**src/rtl/uart_lem_pkg.sv**
```systemverilog
package uart_lem_pkg;
  localparam int REG_W    = 8;
  localparam int EDGE_BIT = 7;
  localparam int EVAL_BIT = 2;
  localparam int BERR_BIT = 1;
  localparam int BRK_BIT  = 0;

  typedef struct packed {
    logic clrEdge;
    logic clrBerr;
    logic clrBrk;
    logic loadEn;
    logic enEdgeVal;
    logic enBerrVal;
    logic enBrkVal;
  } lemStrobeT;
endpackage

```
**src/rtl/lem_sync.sv**
```systemverilog
module lem_sync #(
  parameter int  STAGES    = 2,
  parameter logic RESET_VAL = 1'b1
) (
  input  logic clk,
  input  logic rstN,
  input  logic din,
  output logic dout
);
  logic [STAGES-1:0] chain;

  for (genvar i = 0; i < STAGES; i++) begin : g_stage
    if (i == 0) begin : g_first
      always_ff @(posedge clk or negedge rstN)
        if (!rstN) chain[0] <= RESET_VAL;
        else       chain[0] <= din;
    end else begin : g_next
      always_ff @(posedge clk or negedge rstN)
        if (!rstN) chain[i] <= RESET_VAL;
        else       chain[i] <= chain[i-1];
    end
  end

  assign dout = chain[STAGES-1];
endmodule

```
**src/rtl/lem_ctrl.sv**
```systemverilog
module lem_ctrl
  import uart_lem_pkg::*;
(
  input  logic             clk,
  input  logic             rstN,
  input  logic             altMapSel,
  input  logic             regSel,
  input  logic             regWrEn,
  input  logic [REG_W-1:0] regWrData,
  input  logic [REG_W-1:0] statusByte,
  input  logic [REG_W-1:0] enableByte,
  output lemStrobeT        strobes,
  output logic [REG_W-1:0] regRdData
);
  logic wrOk;
  logic unusedWrBits;

  assign wrOk = regWrEn && altMapSel;
  assign unusedWrBits = ^regWrData[6:2];

  always_comb begin
    strobes           = '0;
    strobes.clrEdge   = wrOk && !regSel && regWrData[EDGE_BIT];
    strobes.clrBerr   = wrOk && !regSel && regWrData[BERR_BIT];
    strobes.clrBrk    = wrOk && !regSel && regWrData[BRK_BIT];
    strobes.loadEn    = wrOk && regSel;
    strobes.enEdgeVal = regWrData[EDGE_BIT];
    strobes.enBerrVal = regWrData[BERR_BIT];
    strobes.enBrkVal  = regWrData[BRK_BIT];
  end

  always_comb begin
    if (!altMapSel)  regRdData = '0;
    else if (regSel) regRdData = enableByte;
    else             regRdData = statusByte;
  end

  p_read_gated_r8: assert property (@(posedge clk) disable iff (!rstN)
    !altMapSel |-> (regRdData == '0));
  p_write_gated_r8: assert property (@(posedge clk) disable iff (!rstN)
    !altMapSel |-> !(strobes.clrEdge || strobes.clrBerr || strobes.clrBrk || strobes.loadEn));
endmodule

```
**src/rtl/lem_datapath.sv**
```systemverilog
module lem_datapath
  import uart_lem_pkg::*;
#(
  parameter int SYNC_STAGES = 2
) (
  input  logic             clk,
  input  logic             rstN,
  input  logic             rxLine,
  input  logic             rxPolarity,
  input  logic             bitStrobe,
  input  logic             txBit,
  input  logic             berrDetEn,
  input  logic             breakRcvd,
  input  logic             brkDetEn,
  input  lemStrobeT        strobes,
  output logic [REG_W-1:0] statusByte,
  output logic [REG_W-1:0] enableByte,
  output logic             irqOut
);
  logic rxSync, rxPrev;
  logic edgeHit, berrHit, brkHit;
  logic edgeFlag, berrFlag, brkFlag, errVal;
  logic enEdge, enBerr, enBrk;

  lem_sync #(.STAGES(SYNC_STAGES), .RESET_VAL(1'b1)) i_rxSync (
    .clk(clk), .rstN(rstN), .din(rxLine), .dout(rxSync)
  );

  always_ff @(posedge clk or negedge rstN)
    if (!rstN) rxPrev <= 1'b1;
    else       rxPrev <= rxSync;

  assign edgeHit = rxPolarity ? (rxSync && !rxPrev) : (!rxSync && rxPrev);
  assign berrHit = bitStrobe && berrDetEn && (rxSync != txBit);
  assign brkHit  = breakRcvd && brkDetEn;

  always_ff @(posedge clk or negedge rstN) begin
    if (!rstN) begin
      edgeFlag <= 1'b0;
      berrFlag <= 1'b0;
      brkFlag  <= 1'b0;
      errVal   <= 1'b0;
    end else begin
      edgeFlag <= edgeHit || (edgeFlag && !strobes.clrEdge);
      berrFlag <= berrHit || (berrFlag && !strobes.clrBerr);
      brkFlag  <= brkHit  || (brkFlag  && !strobes.clrBrk);
      if (berrHit && !berrFlag) errVal <= rxSync;
    end
  end

  always_ff @(posedge clk or negedge rstN) begin
    if (!rstN) begin
      enEdge <= 1'b0;
      enBerr <= 1'b0;
      enBrk  <= 1'b0;
    end else if (strobes.loadEn) begin
      enEdge <= strobes.enEdgeVal;
      enBerr <= strobes.enBerrVal;
      enBrk  <= strobes.enBrkVal;
    end
  end

  always_comb begin
    statusByte           = '0;
    statusByte[EDGE_BIT] = edgeFlag;
    statusByte[EVAL_BIT] = errVal && berrFlag;
    statusByte[BERR_BIT] = berrFlag;
    statusByte[BRK_BIT]  = brkFlag;
    enableByte           = '0;
    enableByte[EDGE_BIT] = enEdge;
    enableByte[BERR_BIT] = enBerr;
    enableByte[BRK_BIT]  = enBrk;
  end

  assign irqOut = (edgeFlag && enEdge) || (berrFlag && enBerr) || (brkFlag && enBrk);

  p_edge_cause_r1: assert property (@(posedge clk) disable iff (!rstN)
    $rose(edgeFlag) |-> $past(rxSync != rxPrev));
  p_clear_by_write_r2: assert property (@(posedge clk) disable iff (!rstN)
    $fell(berrFlag) |-> $past(strobes.clrBerr));
  p_berr_cause_r3: assert property (@(posedge clk) disable iff (!rstN)
    $rose(berrFlag) |-> $past(berrDetEn && bitStrobe));
  p_errval_hold_r4: assert property (@(posedge clk) disable iff (!rstN)
    (berrFlag && $past(berrFlag)) |-> $stable(errVal));
  p_brk_cause_r5: assert property (@(posedge clk) disable iff (!rstN)
    $rose(brkFlag) |-> $past(brkDetEn && breakRcvd));
endmodule

```
**src/rtl/uart_line_monitor.sv**
```systemverilog
module uart_line_monitor
  import uart_lem_pkg::*;
#(
  parameter int SYNC_STAGES = 2
) (
  input  logic       clk,
  input  logic       rstN,
  input  logic       altMapSel,
  input  logic       regSel,
  input  logic       regWrEn,
  input  logic [7:0] regWrData,
  output logic [7:0] regRdData,
  input  logic       rxLine,
  input  logic       rxPolarity,
  input  logic       bitStrobe,
  input  logic       txBit,
  input  logic       berrDetEn,
  input  logic       breakRcvd,
  input  logic       brkDetEn,
  output logic       irqOut
);
  lemStrobeT        strobes;
  logic [REG_W-1:0] statusByte, enableByte;

  lem_ctrl i_ctrl (
    .clk(clk), .rstN(rstN), .altMapSel(altMapSel), .regSel(regSel),
    .regWrEn(regWrEn), .regWrData(regWrData), .statusByte(statusByte),
    .enableByte(enableByte), .strobes(strobes), .regRdData(regRdData)
  );

  lem_datapath #(.SYNC_STAGES(SYNC_STAGES)) i_datapath (
    .clk(clk), .rstN(rstN), .rxLine(rxLine), .rxPolarity(rxPolarity),
    .bitStrobe(bitStrobe), .txBit(txBit), .berrDetEn(berrDetEn),
    .breakRcvd(breakRcvd), .brkDetEn(brkDetEn), .strobes(strobes),
    .statusByte(statusByte), .enableByte(enableByte), .irqOut(irqOut)
  );
endmodule

```
**config.mk**
```make
export PLATFORM = sky130hd
export DESIGN_NAME = uart_line_monitor
export DESIGN_NICKNAME = d
export VERILOG_FILES = /design/src/rtl/uart_lem_pkg.sv /design/src/rtl/lem_sync.sv /design/src/rtl/lem_ctrl.sv /design/src/rtl/lem_datapath.sv /design/src/rtl/uart_line_monitor.sv
export SDC_FILE = /design/constraint.sdc
export NUM_CORES = 1
export LEC_CHECK = 0
export BUFFER_PORTS_ARGS = -buffer_cell sky130_fd_sc_hd__clkbuf_2
export CORE_MARGIN = 2
export CORE_UTILIZATION = 42
export CTS_CLUSTER_SIZE = 30
export DETAILED_ROUTE_END_ITERATION = 10
export PLACE_DENSITY = 0.74
export SLEW_MARGIN = 15
export SYNTH_ARGS = -nofsm -noshare
export SYNTH_HDL_FRONTEND = slang
export SYNTH_HIERARCHICAL = 1
export SYNTH_SLANG_ARGS = --single-unit
```
**constraint.sdc**
```tcl
create_clock -name clk -period 0.95 [get_ports clk]
set_input_delay 0.19 -clock clk [delete_from_list [all_inputs] [get_ports clk]]
set_output_delay 0.19 -clock clk [all_outputs]
set_load 0.03 [all_outputs]
```
==> Yosys cells after proc, flatten, opt, wreduce, memory -nomap -nowiden <==
Index checks and enable logic that the tools add are counted.
{ "word_totals": {"ff_bits": 10, "latch_bits": 0, "mem_bits_rw": 0, "mem_bits_ro": 0, "input_bits": 20, "output_inout_bits": 9, "wordCells": 45, "memories": 0} }
{ "op_classes": {"n_addsub": 0, "mul": 0, "n_div": 0, "order_cmp": 0, "n_eq_ne": 1, "shift": 0, "mux": 3, "n_bitwise": 0, "n_reduce_logical": 31} }
{ "ops": {"columns": ["cell", "n"], "rows": [
  ["logical AND 1 bit", 19],
  ["2-to-1 mux 8 bit", 2],
  ["zero test 1 bit", 7],
  ["logical OR 1 bit", 5],
  ["2-to-1 mux 1 bit", 1],
  ["inequality test 1 bit", 1]
]} }

==> Logic depth before layout (Yosys ltp) <==
{ "logic_depth": {"word_depth": 6, "mapped_depth": 4, "ltp_nobuf": 3} }

==> Modules after synthesis <==
Netlist, hierarchy kept.
{ "modules_own_cells": {"columns": ["mod", "n_inst", "cells_each", "area_each_um2", "seq_area_each_um2"], "rows": [
  ["lem_datapath", 1, 47, 461.7, 201.4],
  ["lem_ctrl", 1, 25, 198.9, 0.0],
  ["lem_sync", 1, 2, 52.6, 52.6]
]} }

==> Worst setup path after synthesis <==
No wires, ideal clock.
{ "synth_timing": {"path_type": "reg-to-output", "from": "register i_datapath.berrFlag", "to": "output regRdData[2]", "arrival_ns": 1.003, "required_ns": 0.760, "setup_slack_ns": -0.243, "stages_incl_launch_ff": 4, "path_buffers": 0, "path_cell_list": "dfrtp_1 and2_1 mux2i_1 nor2b_1"} }
{ "synth_between": {"elab_chain_len": 3} }
{ "synth_rtl": {"columns": ["element", "line_no", "text"], "rows": [
  ["start, declared", "lem_datapath.sv:22", "logic edgeFlag, berrFlag, brkFlag, errVal;"],
  ["start signal, assigned", "lem_datapath.sv:45", "berrFlag <= berrHit || (berrFlag && !strobes.clrBerr);"],
  ["logical AND 1 bit", "lem_datapath.sv:66", "statusByte[EVAL_BIT] = errVal && berrFlag;"],
  ["named net statusByte[2]", "uart_line_monitor.sv:23", "logic [REG_W-1:0] statusByte, enableByte;"],
  ["2-to-1 mux 8 bit", "lem_ctrl.sv:34", "else if (regSel) regRdData = enableByte;"],
  ["2-to-1 mux 8 bit", "lem_ctrl.sv:33", "if (!altMapSel) regRdData = '0;"],
  ["end, declared", "uart_line_monitor.sv:12", "output logic [7:0] regRdData,"]
]} }
The timed path passes the listed nets, and every way through them passes these cells.

==> Worst setup path after layout <==
{ "layout_timing": {"from": "register i_datapath.enBerr", "to": "output irqOut"} }
{ "layout_between": {"elab_chain_len": 3} }
{ "layout_rtl": {"columns": ["element", "line_no", "text"], "rows": [
  ["start, declared", "lem_datapath.sv:23", "logic enEdge, enBerr, enBrk;"],
  ["start signal, assigned", "lem_datapath.sv:58", "enBerr <= strobes.enBerrVal;"],
  ["logical AND 1 bit", "lem_datapath.sv:75", "assign irqOut = (edgeFlag && enEdge) || (berrFlag && enBerr) || (brkFlag && enBrk);"],
  ["logical OR 1 bit (2 in a row)", "lem_datapath.sv:75", null],
  ["end, declared", "uart_line_monitor.sv:20", "output logic irqOut"]
]} }
No other way between the ends.

==> results.cfg <==
[synthesis]
synth-seq-cells = 10
yosysSeqAreaShare_pct = 35.6
syn_avg_cell_area_um2 = 9.64
synth_cell_types = 23
netlist_instances = 74
yosysWarningCount = 6
syn_area_um2 = 713

[timing]
fin_crit_sh_pct = 149
finalHoldViolCount = 0
worst_pin_slew_ps = 580
rsz0062_at_grt = true
finClkSkew_ps = 13.4
layout_setup_ws_ps = -469
setup_viol = 6
period_needed_ps = 1420
fmax_ghz = 0.705
maxSlewHeadroom_pct = 61.3
tns_ps = -2250
drv_slew = 0

[run]
maxCapViolCount = 0

[worst_hold_path]
hold_start = breakRcvd
hp-class = input port to flip-flop
whs_path_depth = 3
hold_end = i_datapath/brkFlag$_DFF_PN0_

[setup_path]
required_ps = 760
end_kind = output pin
critPathKind = flip-flop to output pin
ff2ff_path_depth = 5
timing.rr.end = i_datapath/errVal$_DFFE_PN0P_
r2r_setup_slack_ps = -230
crit_arrival_ps = 1230
crit_fanout = 2
start_kind = flip-flop
reg2reg_from = i_datapath/berrFlag$_DFF_PN0_

[placement]
dp_hpwl_um = 959
place.gp.congestion = 0.756
io_buffers = 19
dp_slack_ps = -187

[run_status]
status = complete, but fails checks
violations = setup timing

[die]
coreArea_um2 = 1540
ios = 29
dieArea_um2 = 2040
die_h_um = 45.2
fp-row-count = 14
die_w_um = 45.2
initial_core_util_pct = 46.3

[cells_and_area]
final_nets = 119
area_growth_pct = 26.0
n_fill_cell = 129
drive_gt1_share_pct = 46.9
diodes = 0

[grt]
grt_pass1_vias = 533
grt_antenna_before_repair = 0
grt_first_pass_wirelength_um = 2050
grt_use_total_pct = 14.4
grt_max_degree = 11
overflow = 0

[clocking]
clk_latency_ps = 260
clkTransAtPathRegs_ps = 70
cts_tree = done
clockBufferDepth = 2
clock-sinks = 10
numCtsBuffers = 3
ctsHtreeMaxLevel = 1
root_buffer = clkbuf_4

[detailed_routing]
routed_wl_um = 1230
wire_per_inst_um = 10.8
vias = 523
dr.first_iter.drc_count = 5
drt_pass1_iterations = 4
drc = 0
vias_per_cell = 4.59
drtAntennaViolNets = 0

[pwr]
total_power_mw = 1.27
powerDensity_nw_per_um2 = 1410
vdd.ir_drop.worst_mv = 0.844
p_leak_nw = 0.463
-- cell families (layout without fill, tap and decap cells) --
family / Yosys count / count (layout) / synth area share (%)
multiplexers: 11 / 11 / 16.0
AND/OR/NAND/NOR: 22 / 22 / 17.9
other: 1 / 9 / 0.526
AO/OA/AOI/OAI: 6 / 6 / 6.14
buffers and inverters: 23 / 39 / 22.6
XOR/XNOR: 1 / 1 / 1.23
flip-flops: 10 / 10 / 35.6
-- through the flow --
stage / cells / hold slack [ps] / utilization [%] / cell area, um2
finish: 114 / 148 / 58.3 / 898
global route: 114 / 144 / 58.3 / 898
CTS: 113 / 1.16 / 57.1 / 881
detailed placement: 105 / 67.4 / 50.5 / 778
global placement: 105 / 64.0 / 50.5 / 778
floorplan: 82 / -106 / - / 761
-- state kept, by name, indices dropped and copies added (netlist names) --
signal / cells
i_datapath/i_rxSync/dout: 1
i_datapath/i_rxSync/chain: 1
i_datapath/edgeFlag: 1
i_datapath/rxPrev: 1
i_datapath/enBerr: 1
i_datapath/errVal: 1
i_datapath/enEdge: 1
i_datapath/berrFlag: 1
i_datapath/enBrk: 1
i_datapath/brkFlag: 1
-- cell usage in the layout (no fill, tap or decap), types with 3 or more instances in the layout --
| cell | count |
|---|---|
| nor2_1 | 3 |
| conb_1 | 9 |
| clkbuf_2 | 14 |
| buf_4 | 10 |
| inv_1 | 3 |
| nor2b_2 | 4 |
| nor2b_1 | 4 |
| dfstp_2 | 3 |
| and2_1 | 4 |
| clkbuf_4 | 3 |
| mux2i_1 | 8 |
| dfrtp_1 | 7 |
| mux2_2 | 3 |
| nand2_1 | 3 |
| clkbuf_8 | 4 |
-- report_power, final --
group / switching, mW / internal [mW] / leakage [nW] / total (mW)
clock network: 0.139 / 0.162 / 0.0150 / 0.300
logic: 0.217 / 0.237 / 0.337 / 0.454
registers: 0.0355 / 0.480 / 0.111 / 0.515
-- worst max path at each step --
stage                                   from     end  cells after the start
6_report       i_datapath/enBerr$_DFFE_PN0P_  irqOut                      3
2_1_floorplan  i_datapath/enEdge$_DFFE_PN0P_  irqOut                      2
4_1_cts        i_datapath/edgeFlag$_DFF_PN0_  irqOut                      3
3_5_place_dp   i_datapath/enEdge$_DFFE_PN0P_  irqOut                      3
3_3_place_gp   i_datapath/berrFlag$_DFF_PN0_  irqOut                      3
5_1_grt        i_datapath/edgeFlag$_DFF_PN0_  irqOut                      3
-- routing by layer --
metal	up-vias	GRT usage, %	part of all wire (%)
li1	266	-	-
met1	245	14.5	39
met2	12	25.7	56
met3	0	4.00	4.8
met4	0	8.82	0
met5	-	0	0
-- area by class of cell --
class	instances	area (um2)	share of cell area, %
timing repair buffer	31	235	26.2
inverter	4	15.0	1.67
clock buffer	4	26.3	2.92
tap	16	20.0	2.23
sequential	10	254	28.3
multi-input combinational	49	348	38.7
-- synthesized netlist by cell type --
cell type  count  area (um2)
and2_1         4        25.0
o21ai_0        1        5.00
and3_2         1        7.51
buf_4         18         135
nand3_1        1        5.00
dfrtp_1        7         175
xor2_1         1        8.76
o21ai_2        1        8.76
a222oi_1       1        10.0
and3b_1        1        8.76
mux2i_1        8        80.1
buf_6          1        11.3
nor2b_1        8        50.1
mux2_2         3        33.8
a21oi_1        1        5.00
nand2_1        3        11.3
a31oi_1        1        6.26
conb_1         1        3.75
nor2_1         3        11.3
nand4b_1       1        8.76
dfstp_2        3        78.8
o221ai_1       1        8.76
inv_1          4        15.0
-- worst max-delay path, stage by stage, from the launching register on --
cell and delay (ps):
dfrtp_1 390, a222oi_1 360, inv_2 70, buf_8 140
-- repair_timing --
item / in CTS / in global routing
endpoints found under the hold margin: 7 / 1
hold buffers: 1 / 1
resized for setup: 10 / 2
setup buffers: 3 / 0
setup endpoints to repair: 7 / 8
pin swaps: 2 / 0
No activity file was read; power rests on OpenSTA's default activity.
